$ cat config.mk
export PLATFORM = sky130hd
export DESIGN_NAME = bytesel_sram_ctrl
export DESIGN_NICKNAME = d
export VERILOG_FILES = /design/src/rtl/bsram_pkg.sv /design/src/rtl/bsram_seq.sv /design/src/rtl/bsram_pins.sv /design/src/rtl/bytesel_sram_ctrl.sv
export SDC_FILE = /design/constraint.sdc
export NUM_CORES = 1
export LEC_CHECK = 0
export BUFFER_PORTS_ARGS = -buffer_cell sky130_fd_sc_hd__buf_2
export CAP_MARGIN = 20
export CORE_ASPECT_RATIO = 0.75
export CORE_MARGIN = 1.5
export CORE_UTILIZATION = 45
export DETAILED_ROUTE_END_ITERATION = 8
export PLACE_DENSITY = 0.81
export SYNTH_ARGS = -nofsm -noshare
export SYNTH_HDL_FRONTEND = slang
export SYNTH_SLANG_ARGS = --single-unit
$ cat constraint.sdc
create_clock -name clk -period 2 [get_ports clk]
set_input_delay 0.5 -clock clk [delete_from_list [all_inputs] [get_ports clk]]
set_output_delay 0.5 -clock clk [all_outputs]
set_load 0.05 [all_outputs]
$ cat src/rtl/bsram_pkg.sv
package bsram_pkg;
    localparam int BYTES  = 2;
    localparam int DATA_W = 8 * BYTES;

    typedef enum logic [2:0] {
        PH_IDLE = 3'd0,
        PH_T1   = 3'd1,
        PH_TW   = 3'd2,
        PH_T2   = 3'd3,
        PH_HOLD = 3'd4
    } phase_e;
endpackage

$ cat src/rtl/bsram_seq.sv
module bsram_seq
    import bsram_pkg::*;
#(
    parameter int ADDR_W = 20,
    parameter int WAIT_W = 4,
    parameter int HOLD_W = 2
) (
    input  logic              clk,
    input  logic              rst_n,
    input  logic              req_valid,
    input  logic              req_we,
    input  logic [ADDR_W-1:0] req_addr,
    input  logic [BYTES-1:0]  req_be,
    input  logic [DATA_W-1:0] req_wdata,
    input  logic              cfg_mode,
    input  logic [WAIT_W-1:0] cfg_wait,
    input  logic [HOLD_W-1:0] cfg_hold,
    input  logic              mem_wait_n,
    input  logic [DATA_W-1:0] mem_dq_in,
    output phase_e            phase,
    output logic              acc_we,
    output logic [BYTES-1:0]  acc_be,
    output logic              acc_mode,
    output logic [ADDR_W-1:0] acc_addr,
    output logic [DATA_W-1:0] acc_wdata,
    output logic [DATA_W-1:0] rd_data,
    output logic              done
);
    typedef struct packed {
        phase_e              ph;
        logic [WAIT_W-1:0]   wcnt;
        logic [HOLD_W-1:0]   hcnt;
        logic                we;
        logic [BYTES-1:0]    be;
        logic                mode;
        logic [WAIT_W-1:0]   wcfg;
        logic [HOLD_W-1:0]   hcfg;
        logic [ADDR_W-1:0]   addr;
        logic [DATA_W-1:0]   wdata;
        logic [DATA_W-1:0]   rdata;
        logic                done;
    } seq_t;

    seq_t r_d, r_q;
    logic [WAIT_W:0] wnext;
    logic [HOLD_W:0] hnext;

    always_comb begin
        r_d      = r_q;
        r_d.done = 1'b0;
        wnext    = {1'b0, r_q.wcnt} + (WAIT_W+1)'(1);
        hnext    = {1'b0, r_q.hcnt} + (HOLD_W+1)'(1);
        unique case (r_q.ph)
            PH_IDLE: begin
                if (req_valid) begin
                    r_d.ph    = PH_T1;
                    r_d.we    = req_we;
                    r_d.be    = req_be;
                    r_d.addr  = req_addr;
                    r_d.wdata = req_wdata;
                    r_d.mode  = cfg_mode;
                    r_d.wcfg  = cfg_wait;
                    r_d.hcfg  = cfg_hold;
                    r_d.wcnt  = '0;
                    r_d.hcnt  = '0;
                end
            end
            PH_T1: begin
                r_d.ph = (r_q.wcfg == '0) ? PH_T2 : PH_TW;
            end
            PH_TW: begin
                if (wnext < {1'b0, r_q.wcfg}) begin
                    r_d.wcnt = wnext[WAIT_W-1:0];
                end else if (mem_wait_n) begin
                    r_d.ph = PH_T2;
                end
            end
            PH_T2: begin
                if (!r_q.we) begin
                    r_d.rdata = mem_dq_in;
                end
                if (r_q.we && r_q.mode && (r_q.hcfg != '0)) begin
                    r_d.ph = PH_HOLD;
                end else begin
                    r_d.ph   = PH_IDLE;
                    r_d.done = 1'b1;
                end
            end
            PH_HOLD: begin
                if (hnext < {1'b0, r_q.hcfg}) begin
                    r_d.hcnt = hnext[HOLD_W-1:0];
                end else begin
                    r_d.ph   = PH_IDLE;
                    r_d.done = 1'b1;
                end
            end
            default: r_d.ph = PH_IDLE;
        endcase
    end

    always_ff @(posedge clk or negedge rst_n) begin
        if (!rst_n) r_q <= '0;
        else        r_q <= r_d;
    end

    assign phase     = r_q.ph;
    assign acc_we    = r_q.we;
    assign acc_be    = r_q.be;
    assign acc_mode  = r_q.mode;
    assign acc_addr  = r_q.addr;
    assign acc_wdata = r_q.wdata;
    assign rd_data   = r_q.rdata;
    assign done      = r_q.done;
endmodule

$ cat src/rtl/bsram_pins.sv
module bsram_pins
    import bsram_pkg::*;
(
    input  phase_e           phase,
    input  logic             acc_we,
    input  logic             acc_mode,
    input  logic [BYTES-1:0] acc_be,
    output logic             idle,
    output logic             cs_n,
    output logic             rd_n,
    output logic             rdwr_n,
    output logic [BYTES-1:0] bs_n,
    output logic             dq_oe
);
    logic active;
    logic strobe;
    logic wr_win;
    logic bs_on;

    always_comb begin
        active = (phase != PH_IDLE);
        strobe = (phase == PH_TW) || (phase == PH_T2);
        wr_win = acc_mode ? strobe : (strobe || (phase == PH_T1));
        bs_on  = acc_mode ? active : strobe;
        idle   = !active;
        cs_n   = !active;
        rd_n   = !(!acc_we && strobe);
        rdwr_n = !(acc_we && wr_win);
        dq_oe  = acc_we && active;
    end

    for (genvar b = 0; b < BYTES; b++) begin : g_bs
        assign bs_n[b] = !(acc_be[b] && bs_on);
    end
endmodule

$ cat src/rtl/bytesel_sram_ctrl.sv
module bytesel_sram_ctrl
    import bsram_pkg::*;
#(
    parameter int ADDR_W = 20,
    parameter int WAIT_W = 4,
    parameter int HOLD_W = 2
) (
    input  logic              clk,
    input  logic              rst_n,
    input  logic              cfg_mode,
    input  logic [WAIT_W-1:0] cfg_wait,
    input  logic [HOLD_W-1:0] cfg_hold,
    input  logic              req_valid,
    output logic              req_ready,
    input  logic              req_we,
    input  logic [ADDR_W-1:0] req_addr,
    input  logic [1:0]        req_be,
    input  logic [15:0]       req_wdata,
    output logic              rsp_done,
    output logic [15:0]       rsp_rdata,
    output logic [ADDR_W-1:0] mem_addr,
    output logic              mem_cs_n,
    output logic              mem_rd_n,
    output logic              mem_rdwr_n,
    output logic [1:0]        mem_bs_n,
    output logic [15:0]       mem_dq_out,
    output logic              mem_dq_oe,
    input  logic [15:0]       mem_dq_in,
    input  logic              mem_wait_n
);
    phase_e           phase;
    logic             acc_we;
    logic             acc_mode;
    logic [BYTES-1:0] acc_be;
    logic             seq_req_valid;

    assign seq_req_valid = req_valid && req_ready;

    bsram_seq #(
        .ADDR_W(ADDR_W),
        .WAIT_W(WAIT_W),
        .HOLD_W(HOLD_W)
    ) i_seq (
        .clk       (clk),
        .rst_n     (rst_n),
        .req_valid (seq_req_valid),
        .req_we    (req_we),
        .req_addr  (req_addr),
        .req_be    (req_be),
        .req_wdata (req_wdata),
        .cfg_mode  (cfg_mode),
        .cfg_wait  (cfg_wait),
        .cfg_hold  (cfg_hold),
        .mem_wait_n(mem_wait_n),
        .mem_dq_in (mem_dq_in),
        .phase     (phase),
        .acc_we    (acc_we),
        .acc_be    (acc_be),
        .acc_mode  (acc_mode),
        .acc_addr  (mem_addr),
        .acc_wdata (mem_dq_out),
        .rd_data   (rsp_rdata),
        .done      (rsp_done)
    );

    bsram_pins i_pins (
        .phase   (phase),
        .acc_we  (acc_we),
        .acc_mode(acc_mode),
        .acc_be  (acc_be),
        .idle    (req_ready),
        .cs_n    (mem_cs_n),
        .rd_n    (mem_rd_n),
        .rdwr_n  (mem_rdwr_n),
        .bs_n    (mem_bs_n),
        .dq_oe   (mem_dq_oe)
    );
endmodule

Word-level counts from Yosys, hierarchy flattened. Index checks and enable logic that the tools add are counted.

Input bits: 66. Logic and storage cells: 70. Output and inout bits: 60. Bits in registers: 72.

Reduce and logical (&&, ||, !) cells: 27. Muxes and demuxes: 16. Add/subtract/negate cells: 2. Bitwise operators: 1. Eq/ne operators: 10. $lt $le $gt $ge: 2.

Operator list (number): 55-bit two-way mux (1); 3-bit case mux with 5 select lines (1); 3-bit two-way mux (4); 1-bit logical AND (8); 2-bit != test, second input constant (4); 4-bit case mux with 2 select lines (1); 3-bit by 2-bit equality test with 1-bit output, second input constant (2); 1-bit logical NOT (6); 3-bit AND reduction (2); 2-bit nonzero test (3); 4-bit by 1-bit adder with 5-bit output, second input constant (1); 5-bit by 4-bit < comparator with 1-bit output (1); 1-bit two-way mux (5); 4-bit logical NOT (1); 4-bit two-way mux (1); 2-bit by 1-bit != test with 1-bit output, second input constant (2); 2-bit case mux with 2 select lines (1); 2-bit AND reduction (2); 4-bit AND reduction (1); 2-bit by 1-bit adder with 3-bit output, second input constant (1); 3-bit by 1-bit equality test with 1-bit output, second input constant (1); 3-bit equality test, second input constant (1); 3-bit logical NOT (1); 3-bit by 2-bit < comparator with 1-bit output (1); 5 further kinds (6).

Depth between registers and ports, before layout. Gate-level depths: netlist of the first run.

Depth in word-level cells: 6. Mapped depth: 7. Gate-level depth less buffers: 7.

Cells and area by module. Synthesis of the first run repeated with hierarchy kept, for this count alone.

Cells, all modules: 360. Area, all modules: 3505.9 um^2.

By module, submodules not included: bsram_seq (times used 1, cells each 348, seq. area each 1801.7 um^2, area an instance 3425.8 um^2); bsram_pins (times used 1, cells each 11, seq. area each 0.0 um^2, area an instance 73.8 um^2); bytesel_sram_ctrl (times used 1, cells each 1, seq. area each 0.0 um^2, area an instance 6.3 um^2).

Least setup slack after synthesis of the first run. Ideal clock, no wire load.

Path kind: reg2out. Start: register i_seq.r_q (netlist bit i_seq.phase[0]). End: output port mem_dq_oe. Data arrival time: 1.760 ns. Stages on the path, launching flop included: 4. Slack: -0.260 ns. Cell sequence: dfrtp_1 buf_6 nor3_2 nor2b_1.

Cells in the longest elaborated chain, start to end: 2.

RTL lines: start: declaration (RTL line bsram_seq.sv:44) `seq_t r_d, r_q;`; start signal: assignment (RTL line bsram_seq.sv:103) `else r_q <= r_d;`; 3-bit nonzero test (RTL line bsram_pins.sv:21) `active = (phase != PH_IDLE);`; 1-bit logical AND (RTL line bsram_pins.sv:29) `dq_oe = acc_we && active;`; end: declaration (RTL line bytesel_sram_ctrl.sv:27) `output logic mem_dq_oe,`.

Every way passes these cells.

Worst setup path in the final report of the first run.
Start: register i_seq.r_q[65] (netlist bit). End: register i_seq.r_q[67] (netlist bit).

Cells in the longest elaborated chain, start to end: 4. Elaborated cells on any way between the ends: 6. Those cells by class: 1 x add/sub; 1 x order compare; 1 x eq/ne; 2 x mux; 1 x reduce/logical.

RTL lines: 4-bit by 1-bit adder with 5-bit output (*) (RTL line bsram_seq.sv:51) `wnext = {1'b0, r_q.wcnt} + (WAIT_W+1)'(1);`; 5-bit by 4-bit < comparator with 1-bit output (RTL line bsram_seq.sv:72) `if (wnext < {1'b0, r_q.wcfg}) begin`; 2-bit != test (no line); 3-bit AND reduction (no line).

Every way passes the cells marked *; elsewhere a longest branch is shown, timed or not. The select of a mux whose other input is x is not followed. A chain may end at the register's enable or synchronous reset.

==> results of run 1 <==
[Yosys cell counts, types with 2 or more instances]
cell      instances  area (µm²)
buf_4            53         398
nor2_1            4        15.0
nand3_1           3        15.0
clkbuf_1          9        33.8
inv_1             9        33.8
mux2i_1           5        50.1
ha_1              5        62.6
mux2_2           10         113
a21oi_1           2        10.0
buf_6             3        33.8
and3_1            2        12.5
xnor2_1           2        17.5
nand2_1         139         522
a31oi_1           3        18.8
dfrtp_1          72        1800
nand2_2           2        12.5
o21ai_0           5        25.0
mux2_1            7        78.8
[per-stage QoR]
step	TNS, ns	instances
after floorplan	0	357
after global placement	0	527
after detailed placement	-0.0423	527
after CTS	0	543
after global routing	-0.148	549
final	0	549
[layout make-up]
cell class,count,area [µm²]
fillers,671,3290
flip-flops and latches,72,1800
inverters,9,33.8
clock buffers,11,131
clock inverters,5,57.6
multi-input cells,210,1180
well taps,101,126
repair buffers,141,776
[flip-flops by register name, indices dropped and copies added, names as in the netlist]
signal / count
i_seq.acc_be: 2
i_seq.acc_wdata: 16
i_seq.acc_addr: 20
i_seq.acc_mode: 1
i_seq.phase: 3
i_seq.rd_data: 16
i_seq.acc_we: 1
i_seq.done: 1
i_seq.r_q: 12
[worst max-delay path, stage by stage, from the launching register on]
cell	delay [ns]
dfrtp_1	0.40
ha_2	0.19
xor2_1	0.16
ha_1	0.34
a21oi_2	0.17
o21ai_2	0.10
a31o_1	0.23
a221o_1	0.30
[cells by family (layout without fill, tap and decap cells)]
kind of cell	count (synthesis)	after routing
AND/OR/NAND/NOR	159	159
buffers and inverters	75	166
flip-flops	72	72
multiplexers	22	22
AO/OA/AOI/OAI	20	20
adder cells (fa/ha/maj)	6	6
XOR/XNOR	3	3
[worst min-delay path by stage]
| stage | cells past startpoint | to | from | slack (ns) |
|---|---|---|---|---|
| floorplan | 0 | i_seq.acc_addr[0]$_DFFE_PN0P_ | rst_n | 0.20 |
| global route | 1 | i_seq.rd_data[1]$_DFFE_PN0P_ | rst_n | 0.13 |
| detailed placement | 2 | i_seq.acc_wdata[4]$_DFFE_PN0P_ | i_seq.acc_wdata[4]$_DFFE_PN0P_ | 0.46 |
| CTS | 1 | i_seq.rd_data[1]$_DFFE_PN0P_ | rst_n | 0.1 |
| finish | 1 | i_seq.rd_data[1]$_DFFE_PN0P_ | rst_n | 0.1 |
| global placement | 2 | i_seq.acc_addr[12]$_DFFE_PN0P_ | i_seq.acc_addr[12]$_DFFE_PN0P_ | 0.45 |
[per-layer routing]
layer	vias up	GRT usage [%]	share of wire (%)
met4	0	5.97	1.6
li1	1252	-	-
met5	-	0	0
met3	10	5.58	7.0
met1	1172	21.1	45
met2	94	29.3	47
[what timing repair did]
action	4_1_cts	5_1_grt
pin swaps	1	5
endpoints found under the setup margin	7	5
buffers inserted	0	6
resized for setup	6	5
hold endpoints to repair	0	0
==> out/summary.md, run 1 <==
The run finished with clean final reports. Worst relative slew slack: 70.8%. The classification of the worst setup path was reg2reg.

Routability-driven placement finished with a final weighted congestion of 0.800. The average instance in the mapped netlist occupies 9.71 µm². With fillers left out, the area of the finished cells amounts to 4110 µm². For the via total after detailed routing, the log shows 2528. The parity-gate share of the synthesized area counting xor and xnor cells is 0.758%. For the placed standard-cell area, the log shows 3840 µm². The first TritonRoute pass finished after 4 iterations.

In this run, CTS created clock tree buffers numbering 9. At the placement stage, the worst setup path has a slack of -0.0373 ns. Total of flip-flops plus latches after synthesis: 72. The floorplan has 27 rows. After clock tree synthesis, the clock-pin slew on the worst setup and hold paths is 0.07 ns. The clock passes through at most 2 buffers. The width of the chip was 104 µm.

The kind of start point of the critical path is a flip-flop. The tools report the capturing element of the worst setup path as i_seq.r_q[67]$_DFFE_PN0P_. Timing would allow up to 502 MHz. The relative area change from synthesis to final layout was 18.4%. The final hold violation count is 0, and the effective utilization at floorplan is 46.9%. The number of flops mapped to enable cells by yosys is 0, and the proportion of synthesized flip-flops having asynchronous set or reset is 100%. After synthesis, the largest family of logic cells by area is simple AND/OR/NAND/NOR gates.

For this run the aggregate overflow at the end of global routing stands at 0. For the reg-to-reg setup timing slack, the log shows 0.006 ns. For the die area, the log shows 8250 µm².

The cell sitting at the root of the clock tree is a clkbuf_8. Setup violations remaining at the end of the flow were counted as 0. The endpoint arrival time on the critical path was 2.22 ns; the post-layout utilization of the core was 55.5%. The complex-gate fraction of the synthesized area works out to 4.15%. The worst register-to-register path has a depth of 7. Summing the areas of all and, or, nand and nor instances in the mapped netlist gives 19.2% of the synthesized area. Critical register-to-register path endpoint: i_seq.r_q[67]$_DFFE_PN0P_. Entering global routing, the biggest net connects 40 pins. For this run, design rule violations remaining after detail routing come to 0. The clock arrives with 0.00786 ns of skew. The slew at the pin closest to its max-slew limit works out to 0.438 ns. The tools report the source of the worst register-to-register timing path as i_seq.r_q[65]$_DFFE_PN0P_.

In the post-route analysis, the smallest setup slack over all paths is 0.00602 ns. The number of antenna diodes in the final layout is 0. For the count of yosys warnings during synthesis, the log shows 0. The top-level I/O count was 126. The tools report the synthesized area as 3470 µm². The wire-length estimate of the detail-placed layout is 4.92 mm.

The global-route wire length before repair is 11.3 mm. Final hold analysis gives a worst-case slack of 0.0962 ns. The library cell used most frequently in the layout, excluding fill and tap cells, is nand2_1.

In this run the number of H-tree levels came out at 3. The die is 79.0 µm tall. The required time at the endpoint of the critical path is 2.22 ns, and the number of antenna violations at the first check in global routing is 0.

Global routing used 17.4% of the available tracks across all layers. The worst path uses 99.7% of the clock period. The clock net in this run drives a total of 72 sinks. The tool flagged a number of max-cap violations equal to 0. STA classifies the critical path endpoint as a flip-flop. The core outline area was 7400 µm²; the number of nets still failing antenna checks after routing was 0.

At the later pin of the worst-skew pair, clock insertion delay measures 0.34 ns. The most used flip-flop cell after synthesis is dfrtp_1. The run gives 429 as the total nets after synthesis. The largest fanout on the critical path came out at 3. TritonCTS built the clock tree. The number of global-route vias before repair was 2429; the number of max-slew violations in the final report was 0. Hold repair after CTS inserted 0 buffers.

After detailed routing, the total wire length is 6.83 mm. Of the post-synthesis cell area, the part taken by muxes is 6.96%. In the layout the commonest cells are 139 x nand2_1, 121 x buf_2, 70 x dfrtp_1.

Counting I/O delays and the setup requirement, the final critical path takes 1.99 ns. For this run, the post-layout net count is 515. Input and output buffers added on the ports amount to 125.

The synthesized instance count was 357. The most critical setup path has its startpoint at i_seq.r_q[65]$_DFFE_PN0P_. The run gives 75 as the initial DRC count. The path class of the tightest hold or removal check is in2async. Detailed-route vias per instance: 4.60. The adder-cell area share of the yosys netlist came out at 2.38%. For the number of distinct library cells after synthesis, the log shows 40.

The mean routed wirelength per cell is 12.4 µm. Fraction of final layout cells with drive strength greater than 1: 39.7%. Setup repair after global routing could not meet its margin everywhere. The post-synthesis sequential area ratio was 52.0%.
Power of run 1 is left out: the tool's default activity adds up to more than one toggle a clock period on the data nets, which glitch-free logic cannot reach.
==> inputs of run 2 (changes only) <==
Settings changed: CTS_CLUSTER_SIZE from default to 40, PLACE_DENSITY 0.81 to 0.78.
==> out/summary.md, run 2 (synthesized netlist as in run 1, its figures left out) <==
Fraction of final layout cells with drive strength greater than 1: 40.0%. The max-cap violation count came out at 0. The flip-flop count of the largest register, all copies and words added came out at 20. Dividing the detail-routed wire length by the instance count gives 12.1 µm. Detailed placement finished with a half-perimeter wire length of 4.79 mm. The placed instances occupy a cell area of 3830 µm². The top-level I/O count is 126, and the number of max-slew violations in the final report is 0. The maximum clock frequency was 510 MHz.

CTS saw 72 sinks. The area growth from synthesis to layout is 19.5%. For the initial DRC count, the log shows 95. The clock transition time at the flip-flop clock pins of the worst setup and hold paths was 0.08 ns. The width of the chip is 104 µm, and the required time at the endpoint of the critical path is 2.22 ns.

In this run the worst path has a maximum fanout of 3. Setup violations remaining at the end of the flow were counted as 0. The count of nets left with antenna violations once routing finished came out at 0.

The capturing element type of the critical path is a flip-flop. The leading cell type in the layout, fill and taps excluded was nand2_1. The worst relative slew slack came out at 69.3%. TritonCTS built the clock tree. Buffers inserted during clock tree synthesis total 9. From bottom edge to top edge, the die measures 79.0 µm. Dividing the detail-routed via count by the number of cells gives 4.65. After clock tree synthesis, the flow added hold-fix buffers numbering 0. Total number of H-tree levels: 3. The logs give 2409 for the number of global-route vias before repair and 0 for the number of antenna violations at the first check in global routing.

For the die area, the log shows 8250 µm². At the end of the flow, the number of nets in the layout was 512. Dividing the final minimum period by the clock period gives 98.0%. During placement, the flow inserted port buffers numbering 125.

The run gives 4 as the number of search-and-repair iterations in the first detailed-routing pass. For the pin with the worst max-slew slack, the measured transition is 0.461 ns. The multi-input combinational cells in the finished layout cover a total of 1190 µm². The number of fillers in the final layout came out at 665. The setup path with the least slack is of type reg2reg. The tools report the pin count of the biggest net entering global routing as 39. The number of antenna diodes in the final layout is 0. The min-delay analysis places its worst path in the category in2async.

The routability congestion estimate came out at 0.811. Clock latency on the worst-skew pair, taken at its later pin, is 0.33 ns. For the core outline area, the log shows 7400 µm². The worst setup path is launched from a flip-flop. The storage element area was 1800 µm². Setup repair after global routing could not meet its margin everywhere. The total global routing overflow is 0, and the total number of placement rows is 27.

The routed layout has 2540 vias. In the layout the commonest cells are 139 x nand2_1, 121 x buf_2, 70 x dfrtp_1. For this run, design rule violations remaining after detail routing come to 0.

Across every metal layer, demand over resource in global routing totals 16.7%. The routed design has 6.63 mm of wire. The CTS root buffer is clkbuf_8. The logs give 11.0 mm for the global-route wire length before repair and 2.18 ns for the endpoint arrival time on the critical path.

The run finished with clean final reports. For the final hold violation count, the log shows 0. For this configuration, the core starts out at a cell density of 46.9%.

The clock tree buffer depth was 2; the worst clock skew was 0.00693 ns. The smallest clock period supported by the final layout is computed as 1.96 ns. The run gives 4140 µm² as the post-route cell area.
## run 2: changes by cell type in the layout (fill, tap and decap cells not counted), moves of 2 or more
cell        previous run  this run
clkbuf_8               9        12
buf_6                  2         0
clkbuf_1               2         0
clkinv_2               2         0
clkinv_4               2         0
clkinvlp_4             0         2
## run 2: area by class of cell
type / count / share of cell area (%)
clock buffers: 12 / 3.99
clock inverters: 4 / 1.81
multi-input cells: 210 / 28.8
inverters: 9 / 0.815
repair buffers: 138 / 18.0
well taps: 101 / 3.05
flip-flops and latches: 72 / 43.5
## run 2: critical path: stages (launching register included)
cell and delay [ns]:
dfrtp_1 0.42, ha_4 0.19, xor2_1 0.16, ha_1 0.31, a21oi_2 0.14, o21ai_2 0.10
a31o_1 0.24, a221o_1 0.29
## run 2: path summary, 6_finish.rpt
path	start	end	slack (ns)	depth (start not counted)
worst max-delay path	i_seq.r_q[66]$_DFFE_PN0P_	i_seq.r_q[67]$_DFFE_PN0P_	0.04	7
worst min-delay path	rst_n	i_seq.acc_addr[0]$_DFFE_PN0P_	0.11	1
worst max register to register	i_seq.r_q[66]$_DFFE_PN0P_	i_seq.r_q[67]$_DFFE_PN0P_	0.04	7
worst min register to register	i_seq.acc_wdata[15]$_DFFE_PN0P_	i_seq.acc_wdata[15]$_DFFE_PN0P_	0.47	2
max in group asynchronous	rst_n	i_seq.phase[1]$_DFFE_PN0P_	1.32	2
min in group clk	req_addr[7]	i_seq.acc_addr[7]$_DFFE_PN0P_	0.35	3
## run 2: repair_timing
| item | CTS | global route |
|---|---|---|
| setup endpoints to repair | 8 | 9 |
| setup buffers | 0 | 5 |
| hold endpoints to repair | 0 | 0 |
| pin swaps | 0 | 1 |
| gates resized for setup | 5 | 8 |
## run 2: per-stage QoR
step | util (%) | setup TNS (ns) | setup WS [ns] | std cells | hold slack [ns]
floorplan | - | 0 | 0.0501 | 357 | 0.204
global placement | 51.8 | 0 | 0.0383 | 525 | 0.453
detailed placement | 51.8 | -0.0410 | -0.0389 | 525 | 0.457
CTS | 55.2 | 0 | 0.00767 | 541 | 0.111
global route | 56.0 | -0.111 | -0.0464 | 546 | 0.121
finish | 56.0 | 0 | 0.0391 | 546 | 0.106
## run 2: metal layers
| layer | wire (µm) | share of wire [%] | GRT usage, % | up-vias |
|---|---|---|---|---|
| met2 | 3000 | 45 | 26.4 | 108 |
| met5 | 0 | 0 | 0 | - |
| li1 | - | - | - | 1251 |
| met4 | 72 | 1.1 | 6.94 | 0 |
| met1 | 3020 | 46 | 21.2 | 1173 |
| met3 | 530 | 8.0 | 5.58 | 8 |
Power of run 2 is left out for the same reason.
